`src/rtl/mtmr_pkg.sv`:
```
package mtmr_pkg;

    localparam int WORD_W     = 32;
    localparam int NUM_SRC    = 4;
    localparam int PRE_W      = 3;
    localparam int PDIV_W     = (1 << PRE_W) - 1;

    localparam logic [7:0] OFS_IEN  = 8'h00;
    localparam logic [7:0] OFS_STAT = 8'h04;

    // field positions are fixed by software: bit0 en, bit1 rld, [3:2] src, [6:4] pre, bit7 one
    typedef struct packed {
        logic             one;
        logic [PRE_W-1:0] pre;
        logic [1:0]       src;
        logic             rld;
        logic             en;
    } mtmr_ctrl_t;

    typedef enum logic [1:0] {
        SUB_CTRL = 2'd0,
        SUB_INTV = 2'd1,
        SUB_CNT  = 2'd2,
        SUB_NONE = 2'd3
    } mtmr_sub_e;

    function automatic logic [WORD_W-1:0] ctrl_word(input mtmr_ctrl_t c);
        return {{(WORD_W-8){1'b0}}, c};
    endfunction

    function automatic logic [PDIV_W-1:0] pre_mask(input logic [PRE_W-1:0] p);
        logic [PDIV_W:0] full;
        full = ({{PDIV_W{1'b0}}, 1'b1} << p) - 1'b1;
        return full[PDIV_W-1:0];
    endfunction

endpackage

```
`src/rtl/mtmr_regif.sv`:
```
module mtmr_regif
    import mtmr_pkg::*;
#(
    parameter int NUM_CH = 2,
    parameter int ADDR_W = 8
) (
    input  logic                           rst,
    input  logic [ADDR_W-1:0]              bus_addr,
    input  logic                           bus_we,
    output logic                           wr_ien,
    output logic                           wr_stat,
    output logic [NUM_CH-1:0]              wr_ctrl,
    output logic [NUM_CH-1:0]              wr_intv,
    input  logic [NUM_CH-1:0]              ien_q,
    input  logic [NUM_CH-1:0]              stat_q,
    input  logic [NUM_CH-1:0][WORD_W-1:0]  ctrl_rd,
    input  logic [NUM_CH-1:0][WORD_W-1:0]  intv_rd,
    input  logic [NUM_CH-1:0][WORD_W-1:0]  cnt_rd,
    output logic [WORD_W-1:0]              bus_rdata
);

    localparam int BLK_W = ADDR_W - 4;

    logic [BLK_W-1:0] blk;
    mtmr_sub_e        sub;

    assign blk = bus_addr[ADDR_W-1:4];
    assign sub = mtmr_sub_e'(bus_addr[3:2]);

    always_comb begin
        wr_ien    = bus_we && (bus_addr == ADDR_W'(OFS_IEN));
        wr_stat   = bus_we && (bus_addr == ADDR_W'(OFS_STAT));
        wr_ctrl   = '0;
        wr_intv   = '0;
        bus_rdata = '0;
        if (bus_addr == ADDR_W'(OFS_IEN))  bus_rdata = WORD_W'(ien_q);
        if (bus_addr == ADDR_W'(OFS_STAT)) bus_rdata = WORD_W'(stat_q);
        for (int n = 0; n < NUM_CH; n++) begin
            if (blk == BLK_W'(n + 1) && bus_addr[1:0] == 2'b00) begin
                unique case (sub)
                    SUB_CTRL: begin
                        bus_rdata  = ctrl_rd[n];
                        wr_ctrl[n] = bus_we;
                    end
                    SUB_INTV: begin
                        bus_rdata  = intv_rd[n];
                        wr_intv[n] = bus_we;
                    end
                    SUB_CNT:  bus_rdata = cnt_rd[n];
                    default:  bus_rdata = '0;
                endcase
            end
        end
    end


    always_comb begin
        if (!rst) begin
            decode_onehot_chk: assert ($onehot0({wr_ien, wr_stat, wr_ctrl, wr_intv}));
        end
    end

endmodule

```
`src/rtl/mtmr_channel.sv`:
```
module mtmr_channel
    import mtmr_pkg::*;
#(
    parameter int STOP_TICKS = 2
) (
    input  logic               clk,
    input  logic               rst,
    input  logic [2:0]         ext_tick,
    input  logic               wr_ctrl,
    input  logic               wr_intv,
    input  logic [WORD_W-1:0]  wdata,
    output mtmr_ctrl_t         ctrl_q,
    output logic [WORD_W-1:0]  intv_q,
    output logic [WORD_W-1:0]  cnt_q,
    output logic               expire
);

    localparam int STOP_W = $clog2(STOP_TICKS + 1);

    mtmr_ctrl_t          wctrl;
    logic                run;
    logic [STOP_W-1:0]   stop_left;
    logic [PDIV_W-1:0]   prediv;
    logic [NUM_SRC-1:0]  src_vec;
    logic                src_hit;
    logic [PDIV_W-1:0]   mask;
    logic                tick;

    assign wctrl   = mtmr_ctrl_t'(wdata[7:0]);
    assign src_vec = {ext_tick, 1'b1};
    assign src_hit = src_vec[ctrl_q.src];
    assign mask    = pre_mask(ctrl_q.pre);
    assign tick    = run && src_hit && ((prediv & mask) == mask);
    assign expire  = tick && !ctrl_q.rld && (cnt_q == '0);

    always_ff @(posedge clk) begin
        if (rst) begin
            ctrl_q    <= '0;
            intv_q    <= '0;
            cnt_q     <= '0;
            run       <= 1'b0;
            stop_left <= '0;
            prediv    <= '0;
        end else begin
            if (!run) stop_left <= '0;
            if (run && src_hit) prediv <= prediv + 1'b1;

            if (tick) begin
                if (stop_left != '0) begin
                    stop_left <= stop_left - 1'b1;
                    if (stop_left == STOP_W'(1)) run <= 1'b0;
                end
                if (ctrl_q.rld) begin
                    cnt_q      <= intv_q;
                    ctrl_q.rld <= 1'b0;
                end else if (cnt_q == '0) begin
                    if (ctrl_q.one) begin
                        run       <= 1'b0;
                        ctrl_q.en <= 1'b0;
                        stop_left <= '0;
                    end else begin
                        cnt_q <= intv_q;
                    end
                end else begin
                    cnt_q <= cnt_q - 1'b1;
                end
            end

            if (wr_intv) intv_q <= wdata;

            if (wr_ctrl) begin
                ctrl_q <= wctrl;
                if (wctrl.en) begin
                    run       <= 1'b1;
                    stop_left <= '0;
                    if (!run) prediv <= '0;
                end else if (run && stop_left == '0) begin
                    stop_left <= STOP_W'(STOP_TICKS);
                end
            end
        end
    end


    stop_limit_chk: assert property (@(posedge clk) disable iff (rst)
        stop_left <= STOP_W'(STOP_TICKS));


    halted_hold_chk: assert property (@(posedge clk) disable iff (rst)
        !run |=> $stable(cnt_q));


    oneshot_halt_chk: assert property (@(posedge clk) disable iff (rst)
        (expire && ctrl_q.one && !wr_ctrl) |=> (!run && !ctrl_q.en && cnt_q == '0));


    load_chk: assert property (@(posedge clk) disable iff (rst)
        (tick && ctrl_q.rld && !wr_ctrl && !wr_intv) |=> (cnt_q == intv_q && !ctrl_q.rld));


    periodic_reload_chk: assert property (@(posedge clk) disable iff (rst)
        (expire && !ctrl_q.one && !wr_intv) |=> (cnt_q == intv_q));

endmodule

```
`src/rtl/mtmr_irq.sv`:
```
module mtmr_irq
    import mtmr_pkg::*;
#(
    parameter int NUM_CH = 2
) (
    input  logic               clk,
    input  logic               rst,
    input  logic               wr_ien,
    input  logic               wr_stat,
    input  logic [WORD_W-1:0]  wdata,
    input  logic [NUM_CH-1:0]  expire,
    output logic [NUM_CH-1:0]  ien_q,
    output logic [NUM_CH-1:0]  stat_q,
    output logic               irq_o
);

    logic [NUM_CH-1:0] clr;

    assign clr   = wr_stat ? wdata[NUM_CH-1:0] : '0;
    assign irq_o = |(stat_q & ien_q);

    always_ff @(posedge clk) begin
        if (rst) begin
            ien_q  <= '0;
            stat_q <= '0;
        end else begin
            if (wr_ien) ien_q <= wdata[NUM_CH-1:0];
            stat_q <= (stat_q & ~clr) | expire;
        end
    end


    w1c_chk: assert property (@(posedge clk) disable iff (rst)
        (wr_stat && expire == '0) |=> (stat_q == ($past(stat_q) & ~$past(wdata[NUM_CH-1:0]))));


    expiry_sets_chk: assert property (@(posedge clk) disable iff (rst)
        (|expire) |=> ((stat_q & $past(expire)) == $past(expire)));

endmodule

```
`src/rtl/mtmr_top.sv`:
```
module mtmr_top
    import mtmr_pkg::*;
#(
    parameter int NUM_CH     = 2,
    parameter int ADDR_W     = 8,
    parameter int STOP_TICKS = 2
) (
    input  logic               clk,
    input  logic               rst,
    input  logic [ADDR_W-1:0]  bus_addr,
    input  logic               bus_we,
    input  logic [WORD_W-1:0]  bus_wdata,
    output logic [WORD_W-1:0]  bus_rdata,
    input  logic [2:0]         ext_tick,
    output logic               irq_o
);

    logic                          wr_ien, wr_stat;
    logic [NUM_CH-1:0]             wr_ctrl, wr_intv, expire, ien_q, stat_q;
    logic [NUM_CH-1:0][WORD_W-1:0] ctrl_rd, intv_rd, cnt_rd;

    mtmr_regif #(.NUM_CH(NUM_CH), .ADDR_W(ADDR_W)) regif_i (
        .rst(rst), .bus_addr(bus_addr), .bus_we(bus_we),
        .wr_ien(wr_ien), .wr_stat(wr_stat), .wr_ctrl(wr_ctrl), .wr_intv(wr_intv),
        .ien_q(ien_q), .stat_q(stat_q),
        .ctrl_rd(ctrl_rd), .intv_rd(intv_rd), .cnt_rd(cnt_rd),
        .bus_rdata(bus_rdata)
    );

    for (genvar n = 0; n < NUM_CH; n++) begin : g_ch
        mtmr_ctrl_t c_q;
        mtmr_channel #(.STOP_TICKS(STOP_TICKS)) ch_i (
            .clk(clk), .rst(rst), .ext_tick(ext_tick),
            .wr_ctrl(wr_ctrl[n]), .wr_intv(wr_intv[n]), .wdata(bus_wdata),
            .ctrl_q(c_q), .intv_q(intv_rd[n]), .cnt_q(cnt_rd[n]),
            .expire(expire[n])
        );
        assign ctrl_rd[n] = ctrl_word(c_q);
    end

    mtmr_irq #(.NUM_CH(NUM_CH)) irq_i (
        .clk(clk), .rst(rst), .wr_ien(wr_ien), .wr_stat(wr_stat),
        .wdata(bus_wdata), .expire(expire),
        .ien_q(ien_q), .stat_q(stat_q), .irq_o(irq_o)
    );

endmodule

```
`config.mk`:
```
export PLATFORM = sky130hd
export DESIGN_NAME = mtmr_top
export DESIGN_NICKNAME = d
export VERILOG_FILES = /design/src/rtl/mtmr_pkg.sv /design/src/rtl/mtmr_regif.sv /design/src/rtl/mtmr_channel.sv /design/src/rtl/mtmr_irq.sv /design/src/rtl/mtmr_top.sv
export SDC_FILE = /design/constraint.sdc
export NUM_CORES = 1
export LEC_CHECK = 0
export BUFFER_PORTS_ARGS = -buffer_cell sky130_fd_sc_hd__buf_2
export CAP_MARGIN = 25
export CORE_MARGIN = 4
export CORE_UTILIZATION = 55
export CTS_CLUSTER_DIAMETER = 200
export CTS_CLUSTER_SIZE = 25
export DETAILED_ROUTE_END_ITERATION = 10
export PLACE_DENSITY = 0.85
export SYNTH_ARGS = -nofsm -noshare
export SYNTH_HDL_FRONTEND = slang
export SYNTH_SLANG_ARGS = --single-unit
```
`constraint.sdc`:
```
create_clock -name clk -period 6.8 [get_ports clk]
set_input_delay 0.34 -clock clk [delete_from_list [all_inputs] [get_ports clk]]
set_output_delay 0.34 -clock clk [all_outputs]
set_load 0.01 [all_outputs]
```
Yosys cells after proc, flatten, opt, wreduce, memory -nomap -nowiden
Cells that the tools add are included.
{"block": "classes", "reduce_logical": 36, "eq_ne": 13, "n_bitwise": 6, "addsub": 8, "mux": 75, "magnitude_cmp": 2, "shift": 2}
{"operator": "$mux 32", "n": 8}
{"operator": "$pmux 32 s3", "n": 2}
{"operator": "$logic_not 32->1", "n": 2}
{"operator": "$sub 32x1->32 const B", "n": 2}
{"operator": "$mux 7", "n": 8}
{"operator": "$mux 2", "n": 25}
{"operator": "$mux 1", "n": 30}
{"operator": "$reduce_bool 2->1", "n": 8}
{"operator": "$add 7x1->7 const B", "n": 2}
{"operator": "$and 7x7->7", "n": 2}
{"operator": "$eq 7x7->1", "n": 2}
{"operator": "$logic_and 1x1->1", "n": 14}
{"operator": "$shl 1x3->7 const A", "n": 2}
{"operator": "$sub 7x1->7 const B", "n": 2}
{"operator": "$eq 8x3->1 const B", "n": 1}
{"operator": "$logic_not 2->1", "n": 4}
{"operator": "$logic_not 8->1", "n": 1}
{"operator": "$reduce_and 4->1", "n": 2}
{"operator": "$eq 2x1->1 const B", "n": 3}
{"operator": "$lt 2x3->1 const B", "n": 2}
{"operator": "$ne 3x3->1 const B", "n": 2}
{"operator": "$and 2x2->2", "n": 2}
{"operator": "$bmux 1 s2", "n": 2}
{"operator": "$eq 4x1->1 const B", "n": 1}
{"operator": "other kinds (9)", "n": 13}
{"block": "word_totals", "reg_bits": 168, "out_inout_bits": 33, "wordCells": 164}

Longest topological paths before layout
Gate-level depths: netlist of the first run.
{"block": "depth", "depth_word": 9, "ltp_mapped": 11, "mapped_depth_nobuf": 9}

Cells and area by module
From an unflattened synthesis of the first run, not the netlist that was laid out.
{"block": "hier_totals", "hier_cells": 1282, "area_unflattened_um2": 10359.9}
{"mod": "mtmr_channel", "cells_each": 492, "seq_area_each_um2": 1641.6, "n_inst": 2, "area_each_um2": 4081.4}
{"mod": "mtmr_regif", "cells_each": 282, "seq_area_each_um2": 0.0, "n_inst": 1, "area_each_um2": 2044.5}
{"mod": "mtmr_irq", "cells_each": 15, "seq_area_each_um2": 80.1, "n_inst": 1, "area_each_um2": 148.9}
{"mod": "mtmr_top", "cells_each": 1, "seq_area_each_um2": 0.0, "n_inst": 1, "area_each_um2": 3.8}

Worst setup path before layout of the first run
No wires, ideal clock.
{"block": "synth_path", "kind": "reg2reg", "from": "register g_ch[1].ch_i.cnt_q[5]", "to": "register g_ch[1].ch_i.cnt_q[31]", "synth_period_minus_slack_ns": 2.571, "stages_incl_launch_ff": 10, "setup_slack_ns": 4.229, "arrival_time_ns": 2.440, "setup_ns": 0.131, "path_buffers": 3, "path_cell_list": "dfxtp_1 buf_6 or4_1 buf_2 or4b_4 buf_6 or2_4 or3_1 a21oi_1 o32ai_1"}
{"block": "synth_via", "elab_chain_cells": 3, "elab_cells_between_ends": 6, "classes_between": "add/sub: 1; eq/ne: 1; mux: 2; reduce/logical: 2"}
{"item": "from (decl)", "line": "mtmr_channel.sv:14", "rtl": "output logic [WORD_W-1:0] cnt_q,"}
{"item": "from (signal assigned)", "line": "mtmr_channel.sv:54", "rtl": "cnt_q <= intv_q;"}
{"item": "from (signal assigned)", "line": "mtmr_channel.sv:62", "rtl": "cnt_q <= intv_q;"}
{"item": "from (signal assigned)", "line": "mtmr_channel.sv:65", "rtl": "cnt_q <= cnt_q - 1'b1;"}
{"item": "$sub 32x1->32 or $logic_not 32->1 (tied branches)", "line": "mtmr_channel.sv:65, mtmr_channel.sv:56"}
{"item": "$mux 32 or $ne 3x3->1 (tied branches)"}
{"item": "$mux 32 or $reduce_and 2->1 (tied branches)"}
Parallel ways exist; a longest one is shown, timed or not.
A chain may end at the register's enable or synchronous reset.

Worst setup path after layout of the first run
{"block": "layout_path", "from": "register g_ch[1].ch_i.cnt_q[24]", "to": "register g_ch[1].ch_i.cnt_q[29]"}
The elaborated chain is that of the path after synthesis.

==> metrics.txt, run 1 <==
H-tree levels 4; Final Power 1.98 mW; hold_buf cts 0; CP Max Fanout 59; post-CTS setup buffers 0; TritonCTS clock tree built; Worst Path Buf+Inv 1; Routability Congestion 0.951; CP Capture Type register; Inserted Clock Buffers 17; Synth Instances 1272; Util after Layout 0.617; detailed placer's ending HPWL 19.7 mm; EDFF count, synth 0; register area share after synthesis 0.362; die width 138 µm; chip height 138 µm; vias in the first global route 9009; worst hold slack 0.153 ns; Critical Path, Cell by Cell or4_1 -> or4_4 -> o21bai_4 -> buf_4 -> nor2_1 -> a22o_1 -> nand2_1 -> a21oi_1; Mean Syn Cell Area 7.31 µm²; Vias/cell 6.58; placed cells 1486; slowest stage delay, CP 0.71 ns; total die area 19100 µm²; # DRC 0; Mapped Nets 1324; RSZ-0062 raised after global routing false; final worst slack 3.51 ns; number of antenna violations at the first check in global routing 1; critical path type register to register; clock sinks 168; synth cell count leaders 230 x nand2_1, 204 x a21oi_1, 168 x dfxtp_1, 106 x nor2_1, 67 x clkbuf_1; Final Setup Violations 0; VDD IR max 0.180 mV; Slew Limit Fails 0; async set-reset flop share out of synthesis 0; Post-DRT Antenna Nets 0; # rows 47; max_slew headroom 0.292; Fmax 0.304 GHz; post-synth top area cell dfxtp_1; P&R area growth vs syn 10.1%; worst skew pair latency 0.44 ns; Synth cell types 67; Tcrit/Tclk final 0.483; Initial Util 0.561; initial drt markers 1618; Synth Warn # 0; Post-Syn Area 9300 µm²; top post-synthesis cells by area dfxtp_1 36%, a21oi_1 11%, nand2_1 9.3%; aggregate global routing overflow 0; router iterations before antenna repair 9; most frequent cell after synthesis nand2_1; final setup TNS 0 ns; Core ar. 16600 µm²; All-Layer GR Usage 0.292; Port Buffers 78; final std cells w/o fill 1520; top_reg_cell synth dfxtp_1; detailed-route via count 10000; n_diodes 0; Final Cell Area 10200 µm²; share of cells above drive strength 1 0.115; Worst-path clk slew 0.07 ns; Power Density 193 nW/µm²; Ports 79; post-synth top area share 0.362; final wirelength 29.4 mm; Final Hold Fails 0; delay-heaviest family, CP simple AND/OR/NAND/NOR gates; Nets 1339; CP arrival 3.57 ns; largest net degree at the start of global routing 87; startpoint types register; CP Data Required Time 7.09 ns; Max Cap Viol 0; outcome completed; CP max-delay cell or4_1; first-pass GRT wire length 46.8 mm; flops & latches, synth 168; Place WS 3.58 ns; PostCTS Resize Cnt 0; CTS Buffer Depth 2; Routed WL per cell 19.3 µm; clock tree root driver cell clkbuf_16; Worst Skew 0.00938 ns; Slew @ Worst Pin 1.06 ns; Tmin final 3.29 ns; HP Class input pin to register; Static Leak 3.54 nW; Placement Cell Area 9640 µm²
## power breakdown
group	internal, mW	switching (mW)	leakage (nW)	total (mW)
clock network	0.484	0.438	0.259	0.922
registers	0.984	0.000683	1.35	0.985
logic	0.0190	0.0547	1.93	0.0738
## routing by layer
layer / track usage / up-vias / routed length [µm]
met1: 0.397 / 4626 / 11500
met3: 0.0556 / 100 / 3240
li1: - / 4621 / -
met2: 0.457 / 658 / 13400
met4: 0.125 / 2 / 1230
met5: 0 / - / 13
## worst min-delay path, stage by stage
cell,delay [ns]
buf_2,0.11
nand2_1,0.05
a21oi_1,0.05
## final timing paths
path	to	from	slack, ns	depth (start not counted)
max reg2reg	g_ch[1].ch_i.cnt_q[29]$_SDFFE_PP0P_	g_ch[1].ch_i.cnt_q[24]$_SDFFE_PP0P_	3.51	8
min	g_ch[1].ch_i.intv_q[25]$_SDFFE_PP0P_	bus_wdata[25]	0.15	3
min reg2reg	g_ch[1].ch_i.intv_q[27]$_SDFFE_PP0P_	g_ch[1].ch_i.intv_q[27]$_SDFFE_PP0P_	0.47	2
max	g_ch[1].ch_i.cnt_q[29]$_SDFFE_PP0P_	g_ch[1].ch_i.cnt_q[24]$_SDFFE_PP0P_	3.51	8
## area by class of cell
type	count	area (µm²)
Clock buffer	18	439
Clock inverter	14	114
Fill cell	1438	6340
Inverter	38	143
Multi-Input combinational cell	971	5370
Sequential cell	168	3360
Tap cell	220	275
Timing Repair Buffer	91	531
## sequential cells by signal, indices dropped and copies added, names as in the netlist
name,count
g_ch.ch_i.cnt_q,64
g_ch.ch_i.run,2
g_ch.ch_i.ctrl_q,16
g_ch.ch_i.stop_left,4
irq_i.stat_q,2
g_ch.ch_i.intv_q,64
g_ch.ch_i.prediv,14
irq_i.ien_q,2
## cells in the final DEF (no fill, tap or decap), types with 3 or more instances in the layout
cell type,netlist,final
o211ai_1,4,4
nand4_1,11,11
o32ai_1,29,29
o41ai_1,4,4
buf_4,8,11
clkbuf_16,0,17
o21bai_1,3,3
or4_1,15,15
xnor2_1,3,3
and2_1,8,8
nor3_1,35,35
or3_1,14,14
a22o_1,6,6
inv_6,0,3
buf_2,12,77
nand2_1,230,230
nand2b_1,7,7
nor3b_1,4,3
o22ai_1,29,29
or4_4,4,4
nand3b_1,4,4
nor2_1,106,104
a21oi_1,204,204
xor2_1,9,9
o21ai_0,53,53
dfxtp_1,168,168
ha_1,6,6
a21o_1,4,3
a32oi_1,3,3
clkinvlp_4,0,5
mux2i_1,28,28
and3_1,7,7
inv_1,38,38
nand3_1,25,25
a21boi_0,3,3
a22oi_1,50,50
nor4_1,16,16
or2_2,5,5
a31oi_1,7,7
## logic make-up after synthesis
| group | after synthesis | synth area share |
|---|---|---|
| AO/OA/AOI/OAI | 416 | 0.271 |
| XOR/XNOR | 12 | 0.0113 |
| adder cells (fa/ha/maj) | 6 | 0.00807 |
| buffers and inverters | 133 | 0.0635 |
| flip-flops | 168 | 0.362 |
| multiplexers | 28 | 0.0301 |
| AND/OR/NAND/NOR | 509 | 0.255 |
Note: power is estimated with default switching activity, not from simulation.
==> run 2, diff against run 1 <==
==> constraint.sdc (replaced) <==
create_clock -name clk -period 3.08 [get_ports clk]
set_input_delay 0.154 -clock clk [delete_from_list [all_inputs] [get_ports clk]]
set_output_delay 0.154 -clock clk [all_outputs]
set_load 0.01 [all_outputs]
==> metrics.txt, run 2 (synthesized netlist as in run 1, its figures left out) <==
outcome completed; Inserted Clock Buffers 17; post-CTS setup buffers 0; final setup TNS 0 ns; VDD IR max 0.439 mV; final wirelength 31.2 mm; CP arrival 3.21 ns; clock power share 0.488; P&R area growth vs syn 15.2%; All-Layer GR Usage 0.311; die width 138 µm; aggregate global routing overflow 0; Reg power frac 0.470; Regs by FF count g_ch.ch_i.cnt_q x64, g_ch.ch_i.intv_q x64, g_ch.ch_i.ctrl_q x16; Power Density 431 nW/µm²; critical path type register to register; Port Buffers 78; CP Capture Type register; Nets 1384; H-tree levels 4; # rows 47; WHS Path Cells 3; Static Leak 3.80 nW; Util after Layout 0.646; commonest non-fill, non-tap cells in the layout 230 x nand2_1, 204 x a21oi_1, 168 x dfxtp_1, 104 x nor2_1, 77 x buf_2; Final Setup Violations 0; combinational power share 0.041; largest net degree at the start of global routing 54; Routed WL per cell 19.9 µm; share of cells above drive strength 1 0.128; Vias/cell 6.69; Max Cap Viol 0; RSZ-0062 raised after global routing false; startpoint types register; router iterations before antenna repair 6; CP Data Required Time 3.37 ns; Slew @ Worst Pin 1.06 ns; Post-DRT Antenna Nets 0; number of antenna violations at the first check in global routing 0; Ports 79; sw power 1.08 mW; initial drt markers 1787; CP Max Fanout 13; detailed placer's ending HPWL 20.9 mm; Final Hold Fails 0; TritonCTS clock tree built; n_diodes 0; Int Pwr 3.54 mW; clock sinks 168; Tmin final 2.92 ns; first-pass GRT wire length 49.6 mm; Core ar. 16600 µm²; Slew Limit Fails 0; clock tree root driver cell clkbuf_16; Initial Util 0.561; Routability Congestion 0.966; Tcrit/Tclk final 0.948; worst skew pair latency 0.45 ns; switching share of power 0.234; commonest non-fill, non-tap cell in the layout nand2_1; HP Class input pin to register; Fmax 0.342 GHz; # DRC 0; reg2reg path depth 8; chip height 138 µm; vias in the first global route 9656; detailed-route via count 10500; max_slew headroom 0.291; CTS Buffer Depth 2; Worst Skew 0.0170 ns; Worst-path clk slew 0.07 ns; total die area 19100 µm²
## run 2: cell types whose count changed in the layout (fill, tap and decap cells not counted), sizes merged
cell,previous run,this run
dlygate4sd3,0,21
buf,91,115
bufinv,0,3
clkinv,4,3
clkinvlp,5,2
## run 2: final timing paths
| check | from | endpoint | slack (ns) |
|---|---|---|---|
| min reg2reg | g_ch[1].ch_i.intv_q[27]$_SDFFE_PP0P_ | g_ch[1].ch_i.intv_q[27]$_SDFFE_PP0P_ | 0.47 |
| min | bus_wdata[3] | g_ch[1].ch_i.ctrl_q[3]$_SDFFE_PP0P_ | 0.003 |
| max reg2reg | g_ch[0].ch_i.cnt_q[14]$_SDFFE_PP0P_ | g_ch[0].ch_i.stop_left[0]$_SDFF_PP0_ | 0.16 |
| max | g_ch[0].ch_i.cnt_q[14]$_SDFFE_PP0P_ | g_ch[0].ch_i.stop_left[0]$_SDFF_PP0_ | 0.16 |
## run 2: repair_timing
item,in CTS,in global routing
setup endpoints to repair,0,0
gates resized for setup,0,0
hold buffers,21,0
hold endpoints to repair,32,0
## run 2: cell type report
cell class | instances | area [µm²]
Fill cell | 1397 | 5870
Inverter | 38 | 143
Timing Repair Buffer | 136 | 956
Tap cell | 220 | 275
Clock inverter | 13 | 168
Clock buffer | 18 | 439
Multi-Input combinational cell | 971 | 5370
Sequential cell | 168 | 3360
## run 2: per-stage QoR
stage	worst slack [ns]	std cells	total power, mW	cell area, µm²	hold slack (ns)
finish	0.160	1564	4.62	10700	0.00286
global route	0.0115	1564	4.72	10700	0.00591
CTS	0.214	1564	4.60	10700	0.000224
detailed placement	0.235	1512	2.38	9900	0.416
global placement	0.385	1512	2.38	9900	0.411
floorplan	0.509	1272	2.30	9300	0.290
## run 2: worst max-delay path, cell delays in order (launching register included)
cell       delay [ns]
dfxtp_1          0.46
nor4_1           0.10
buf_4            0.16
nand2_1          0.17
nor2_1           0.14
and3b_1          0.21
nor2_1           0.80
a21oi_1          0.19
a2111oi_0        0.52
## run 2: power by group through the flow
stage	Sequential, mW	Combinational (mW)	Clock (mW)
6_report	2.17	0.191	2.26
5_1_grt	2.17	0.198	2.35
4_1_cts	2.17	0.182	2.24
3_5_place_dp	2.22	0.161	0
3_3_place_gp	2.22	0.160	0
2_1_floorplan	2.22	0.0799	0
## run 2: per-layer routing
| metal | GRT usage | part of all wire | vias to the layer above |
|---|---|---|---|
| met3 | 0.0749 | 0.10 | 168 |
| met1 | 0.395 | 0.39 | 4880 |
| met2 | 0.495 | 0.45 | 705 |
| met4 | 0.160 | 0.059 | 0 |
| met5 | 0 | 0 | - |
| li1 | - | - | 4705 |
==> run 3, diff against run 2 <==
--- a/config.mk
+++ b/config.mk
@@ -8,11 +8,11 @@
 export BUFFER_PORTS_ARGS = -buffer_cell sky130_fd_sc_hd__buf_2
 export CAP_MARGIN = 25
 export CORE_MARGIN = 4
-export CORE_UTILIZATION = 55
+export CORE_UTILIZATION = 60
 export CTS_CLUSTER_DIAMETER = 200
 export CTS_CLUSTER_SIZE = 25
 export DETAILED_ROUTE_END_ITERATION = 10
-export PLACE_DENSITY = 0.85
+export PLACE_DENSITY = 0.91
 export SYNTH_ARGS = -nofsm -noshare
 export SYNTH_HDL_FRONTEND = slang
 export SYNTH_SLANG_ARGS = --single-unit
==> metrics.txt, run 3 (synthesized netlist as in run 1, its figures left out) <==
share of cells above drive strength 1 0.130; Static Leak 3.82 nW; worst hold slack 0.00135 ns; Final Cell Area 10700 µm²; # DRC 0; CP Max Fanout 40; commonest non-fill, non-tap cell in the layout nand2_1; max_slew headroom 0.338; Placement Cell Area 9840 µm²; Place WS 0.328 ns; Initial Util 0.612; number of antenna violations at the first check in global routing 0; post-CTS setup buffers 0; n_diodes 0; combinational power share 0.041; Inserted Clock Buffers 17; final worst slack 0.191 ns; slowest stage delay, CP 0.60 ns; Final Hold Fails 0; All-Layer GR Usage 0.351; VDD IR max 0.406 mV; detailed-route via count 10700; clock sinks 168; aggregate global routing overflow 0; Routability Congestion 0.961; final-layout fill cell count 1099; Post-DRT Antenna Nets 0; Core ar. 15200 µm²; CTS Buffer Depth 2; Max Cap Viol 0; router iterations before antenna repair 6; largest net degree at the start of global routing 72; Tmin final 2.89 ns; Vias/cell 6.96; P&R area growth vs syn 15.1%; vias in the first global route 9799; critical path type register to register; Util after Layout 0.704; hold_buf cts 23; CP Data Required Time 3.44 ns; Slew @ Worst Pin 0.989 ns; sw power 1.07 mW; H-tree levels 4; commonest non-fill, non-tap cells in the layout 230 x nand2_1, 204 x a21oi_1, 168 x dfxtp_1, 104 x nor2_1, 77 x buf_2; Port Buffers 78; TritonCTS clock tree built; initial drt markers 1700; Int Pwr 3.62 mW; clock tree root driver cell clkbuf_16; worst skew pair latency 0.45 ns; Routed WL per cell 20.5 µm; total die area 17600 µm²; final setup TNS 0 ns; clock power share 0.495; Power Density 438 nW/µm²; Reg power frac 0.463; Critical Path, Cell by Cell or4_4 -> or3_4 -> nor3_2 -> a21o_2 -> buf_4 -> and2_1 -> o21ai_0 -> a21oi_1; final wirelength 31.5 mm; Slew Limit Fails 0; chip height 133 µm; # rows 45; Final Setup Violations 0; Ports 79; Worst Skew 0.00964 ns; Regs by FF count g_ch.ch_i.cnt_q x64, g_ch.ch_i.intv_q x64, g_ch.ch_i.ctrl_q x16; CP arrival 3.25 ns; die width 133 µm; placed cells 1484; CP max-delay cell or4_4; switching share of power 0.228; Worst-path clk slew 0.06 ns; PostCTS Resize Cnt 0; outcome completed; Final Power 4.69 mW; Fmax 0.346 GHz; Nets 1390; startpoint types register; detailed placer's ending HPWL 20.5 mm; HP Class input pin to register; Tcrit/Tclk final 0.938; final std cells w/o fill 1539; first-pass GRT wire length 50.8 mm; RSZ-0062 raised after global routing false; CP Capture Type register
run 3: area by class of cell:
cell class / count / area [µm²] / share of cell area
repair buffers: 142 / 956 / 0.0893
clock buffers: 19 / 443 / 0.0414
flip-flops and latches: 168 / 3360 / 0.314
clock inverters: 13 / 189 / 0.0177
multi-input cells: 971 / 5370 / 0.502
inverters: 38 / 143 / 0.0133
well taps: 188 / 235 / 0.0220
run 3: worst paths after layout:
path / start / endpoint / slack [ns] / depth (start not counted)
max: g_ch[0].ch_i.cnt_q[24]$_SDFFE_PP0P_ / g_ch[0].ch_i.cnt_q[25]$_SDFFE_PP0P_ / 0.19 / 8
min: bus_wdata[30] / g_ch[0].ch_i.intv_q[30]$_SDFFE_PP0P_ / 0.001 / 3
max reg2reg: g_ch[0].ch_i.cnt_q[24]$_SDFFE_PP0P_ / g_ch[0].ch_i.cnt_q[25]$_SDFFE_PP0P_ / 0.19 / 8
min reg2reg: g_ch[1].ch_i.intv_q[24]$_SDFFE_PP0P_ / g_ch[1].ch_i.intv_q[24]$_SDFFE_PP0P_ / 0.47 / 2
run 3: routing by layer:
metal / share of wire / vias up / GRT usage
met5: 0 / - / 0
met4: 0.065 / 0 / 0.187
met3: 0.12 / 222 / 0.0764
met2: 0.45 / 914 / 0.560
met1: 0.36 / 4864 / 0.445
li1: - / 4715 / -
run 3: worst max-delay path, delay by kind of cell (launching register included):
kind | cells | cell delay (ns)
AND/OR/NAND/NOR | 4 | 1.52
AO/OA/AOI/OAI | 3 | 0.54
flip-flops | 1 | 0.38
buffers and inverters | 1 | 0.35
run 3: power groups by stage:
| stage | Sequential (mW) | Combinational (mW) | Clock, mW |
|---|---|---|---|
| after floorplan | 2.22 | 0.0799 | 0 |
| after global placement | 2.22 | 0.156 | 0 |
| after detailed placement | 2.22 | 0.157 | 0 |
| after CTS | 2.17 | 0.181 | 2.32 |
| after global routing | 2.17 | 0.198 | 2.42 |
| final | 2.17 | 0.194 | 2.32 |
